$ cat src/rtl/gpio_oe_bank.sv
module gpio_oe_bank #(
  parameter int W = 32,
  parameter int AW = 8,
  parameter logic [AW-1:0] OFS_SET = 8'h10,
  parameter logic [AW-1:0] OFS_CLR = 8'h14,
  parameter logic [AW-1:0] OFS_STAT = 8'h18
) (
  input  logic          clk,
  input  logic          rst_n,
  input  logic          bus_req,
  input  logic          bus_wr,
  input  logic [AW-1:0] bus_addr,
  input  logic [W-1:0]  bus_wdata,
  output logic [W-1:0]  bus_rdata,
  input  logic [W-1:0]  own_gpio,
  input  logic [W-1:0]  periph_oe,
  output logic [W-1:0]  pad_oe
);
  logic [W-1:0] oe_q;
  logic wr_set, wr_clr, rd_stat;

  assign wr_set  = bus_req && bus_wr && (bus_addr == OFS_SET);
  assign wr_clr  = bus_req && bus_wr && (bus_addr == OFS_CLR);
  assign rd_stat = bus_req && !bus_wr && (bus_addr == OFS_STAT);

  always_ff @(posedge clk or negedge rst_n) begin
    if (!rst_n)
      oe_q <= '0;
    else if (wr_set)
      oe_q <= oe_q | bus_wdata;
    else if (wr_clr)
      oe_q <= oe_q & ~bus_wdata;
  end

  assign bus_rdata = rd_stat ? oe_q : '0;
  assign pad_oe = (own_gpio & oe_q) | (~own_gpio & periph_oe);
endmodule

$ cat config.mk
export PLATFORM = sky130hd
export DESIGN_NAME = gpio_oe_bank
export DESIGN_NICKNAME = d
export VERILOG_FILES = /design/src/rtl/gpio_oe_bank.sv
export SDC_FILE = /design/constraint.sdc
export NUM_CORES = 1
export LEC_CHECK = 0
export BUFFER_PORTS_ARGS = -buffer_cell sky130_fd_sc_hd__buf_4
export CORE_MARGIN = 1
export CORE_UTILIZATION = 39
export CTS_BUF_LIST = sky130_fd_sc_hd__clkbuf_4 sky130_fd_sc_hd__clkbuf_8 sky130_fd_sc_hd__clkbuf_16
export CTS_CLUSTER_SIZE = 25
export DETAILED_ROUTE_END_ITERATION = 10
export PLACE_DENSITY_LB_ADDON = 0.2
export SYNTH_ARGS = -nofsm -noshare
export SYNTH_HDL_FRONTEND = slang
export SYNTH_SLANG_ARGS = --single-unit
$ cat constraint.sdc
create_clock -name clk -period 1.4 [get_ports clk]
set_input_delay 0.21 -clock clk [delete_from_list [all_inputs] [get_ports clk]]
set_output_delay 0.21 -clock clk [all_outputs]
set_load 0.05 [all_outputs]
== Word level (Yosys, flattened, before mapping) ==
Index checks and enable logic that the tools add are counted.
Storage, ports and cells
  bits in registers: 32
  bits in latches: 0
  bits in writable memories: 0
  bits in read-only memories: 0
  input bits: 108
  output and inout port bits: 64
  memories kept: 0
Operators by class
  add/subtract/negate cells: 0
  multipliers: 0
  div/mod/pow operators: 0
  magnitude comparators: 0
  equal/unequal tests: 3
  shift operators: 0
  muxes and demuxes: 3
  bitwise operators: 7
  reductions and logical operators: 7
Operator list (count)
  $and A32 B32 Y32: 3
  $mux W32: 3
  $not A32 Y32: 2
  $or A32 B32 Y32: 2
  $eq A8 B5 Y1 const B: 3
  $logic_and A1 B1 Y1: 5
  $reduce_bool A2 Y1: 1
  $logic_not A1 Y1: 1

== Depth between registers and ports, before layout ==
  word-level depth: 4
  mapped depth: 5
  gate-level depth less buffers: 3

== Worst setup path before layout ==
Ideal clock, no wire load.
  path type: input to output
  start point: in bus_addr[5]
  end point: out bus_rdata[10]
  arrival: 1400 ps
  required time: 1190 ps
  slack: -210 ps
  stages: 4
  buffers on the path: 1
  path through: nor4b_4 -> and4_1 -> buf_2 -> and2_1
Between the ends
  longest elaborated chain between the ends: 3
RTL lines
  from (decl): line 12  | input logic [AW-1:0] bus_addr,
  $eq A8 B5 Y1: line 24  | assign rd_stat = bus_req && !bus_wr && (bus_addr == OFS_STAT);
  $logic_and A1 B1 Y1: line 24
  $mux W32: line 35  | assign bus_rdata = rd_stat ? oe_q : '0;
  to (decl): line 14  | output logic [W-1:0] bus_rdata,
No other way between the ends.

== Worst setup path in the final report ==
  start point: in bus_addr[5]
  end point: out bus_rdata[21]
Same word-level chain as after synthesis.

==> results_dict.tcl <==
set metrics [dict create \
    status "finished, violations left" \
    violations "setup timing" \
    hpwl_um 4940 \
    synth_compound_area_frac 0 \
    fp.dieH_um 75.8 \
    fin_crit_sh 1.13 \
    place_congestion 0.746 \
    syn2layout_area_growth_pct 87.0 \
    finalPower_mw 2.41 \
    cts_tree "done" \
    detail-route-antenna-nets 0 \
    stdcell_area_um2 3970 \
    rsz0062_at_grt "yes" \
    nNetsFinal 493 \
    drive_above_1_share 0.663 \
    critPathMaxFanout 10 \
    synthSimpleGateAreaFrac 0.214 \
    yosysUniqueCellTypes 13 \
    worstHoldPathCells 3 \
    cap_violations 0 \
    worstSetupEndpointType "primary output" \
    fin_skew_ns 0 \
    cp.required_ns 1.19 \
    worst_slew_pin_slew_ns 0.412 \
    coreArea_um2 5170 \
    io_buffers 171 \
    root_buffer "clkbuf_8" \
    powerDensity_nw_per_um2 607 \
    wl_per_cell_um 14.9 \
    n_antenna_cell 0 \
    worstPathArrival_ns 1.37 \
    viasPerCell 4.92 \
    io_pins 172 \
    finalHoldWorstSlack_ns 0.223 \
    setup_slack_ns -0.176 \
    grt_pass1_vias 2157 \
    cts-htree-levels 2 \
    drt-total-wl_um 6790 \
    muxShareOfSynthArea 0.320 \
    cts_setup_buffers 0 \
    synth_area_per_cell_um2 9.97 \
    start_util 0.411 \
    clk_latency_ns 0.27 \
    hold_viol 0 \
    vias 2244 \
    track_usage 0.232 \
    die_width_um 75.8 \
    die_area_um2 5750 \
    final_common_cell "buf_4" \
    r2r_cells 2 \
    rrSetupSlack_ns 0.72 \
    synth-warning-count 0 \
    crit_path_start_kind "input port" \
    cts_buffers 5 \
    setup_viol 32 \
    period_needed_ns 1.58 \
    antenna_found_initial 0 \
    post-route-drc-count 0 \
    drt_iter0_markers 97 \
    relSlewSlack 0.725 \
    synth_xor_area_frac 0 \
    clock_sinks 32 \
    p_leak_nw 2.18 \
    postSynthRegisterBits 32 \
    grt-ovfl-total 0 \
    synth_fa_ha_area_frac 0 \
    firstDrtPassIters 4 \
    drv_slew 0 \
    vdd_drop_max_mv 0.451 \
    setup.worst_path.class "in2out" \
    rows 26 \
    synth_top_family_by_area "multiplexers" \
    synth_area_um2 2120 \
    syn-instance-count 213 \
    ys_seq_area_frac 0.377 \
    grt_pass1_wl_um 9840 \
    path_clk_slew_ns 0.07 \
    placed_cell_area_um2 3590 \
    synthesis.nets 321 \
    timing.fmax_mhz 634 \
    min_path_type "in2reg" \
    grt_start_max_net_pins 33 \
    clk_path_buf_depth 2 \
]
what timing repair did:
item / in CTS / in global routing
pin swaps: 1 / 1
resized for setup: 55 / 13
cloned: 0 / 1
endpoints found under the setup margin: 32 / 33
hold buffers: 1 / 0
hold endpoints to repair: 32 / 0
where the power goes:
| group | switching, mW | total, mW | internal, mW |
|---|---|---|---|
| clock | 0.319 | 0.759 | 0.439 |
| combinational | 0.339 | 0.683 | 0.344 |
| sequential | 0.0208 | 0.970 | 0.950 |
critical path, cell delays in order:
cell and delay [ns]:
buf_6 0.10, nor4b_4 0.28, and4_4 0.31, clkbuf_16 0.18
and2_4 0.14, buf_8 0.14
cell usage after synthesis:
cell	count	area, um2
and2_1	32	200
and4_1	1	8.76
buf_2	6	30.0
clkbuf_1	10	37.5
dfrtp_1	32	801
inv_1	32	120
mux2_2	32	360
mux2i_1	32	320
nand4_1	32	200
nor2_1	1	3.75
nor2b_1	1	6.26
nor3b_2	1	12.5
nor4b_4	1	23.8
through the flow:
| stage | worst slack, ns | util | instances | setup TNS [ns] |
|---|---|---|---|---|
| floorplan | -0.0502 | - | 213 | -1.51 |
| CTS | -0.173 | 0.754 | 455 | -4.92 |
| detailed placement | -0.275 | 0.694 | 446 | -8.94 |
| finish | -0.176 | 0.768 | 456 | -4.97 |
| global route | -0.225 | 0.768 | 456 | -6.40 |
| global placement | -0.272 | 0.694 | 446 | -9.72 |
cells by family after synthesis:
kind of cell / Yosys count
flops: 32
buf+inv: 48
mux: 64
simple gates: 69
path summary, 6_finish.rpt:
check / startpoint / end
worst min register to register: flop / flop
min in group asynchronous: rst_n / async pin
max in group asynchronous: rst_n / async pin
worst max register to register: flop / flop
worst min-delay path: bus_wdata[29] / flop
worst max-delay path: bus_addr[5] / bus_rdata[21]
final cells by class:
class                      instances  area, um2
tap                               70       87.6
fill                             376       1200
clock buffer                       8       97.6
timing repair buffer             181       1640
multi-input combinational        133       1220
sequential                        32        801
inverter                          32        120
metal layers:
| layer | vias to the layer above | track usage | share of wire |
|---|---|---|---|
| li1 | 1071 | - | - |
| met1 | 1059 | 0.254 | 0.37 |
| met2 | 105 | 0.427 | 0.53 |
| met3 | 9 | 0.0608 | 0.090 |
| met4 | 0 | 0.0926 | 0.017 |
| met5 | - | 0 | 0 |
Power figures use the tool's default switching activity.
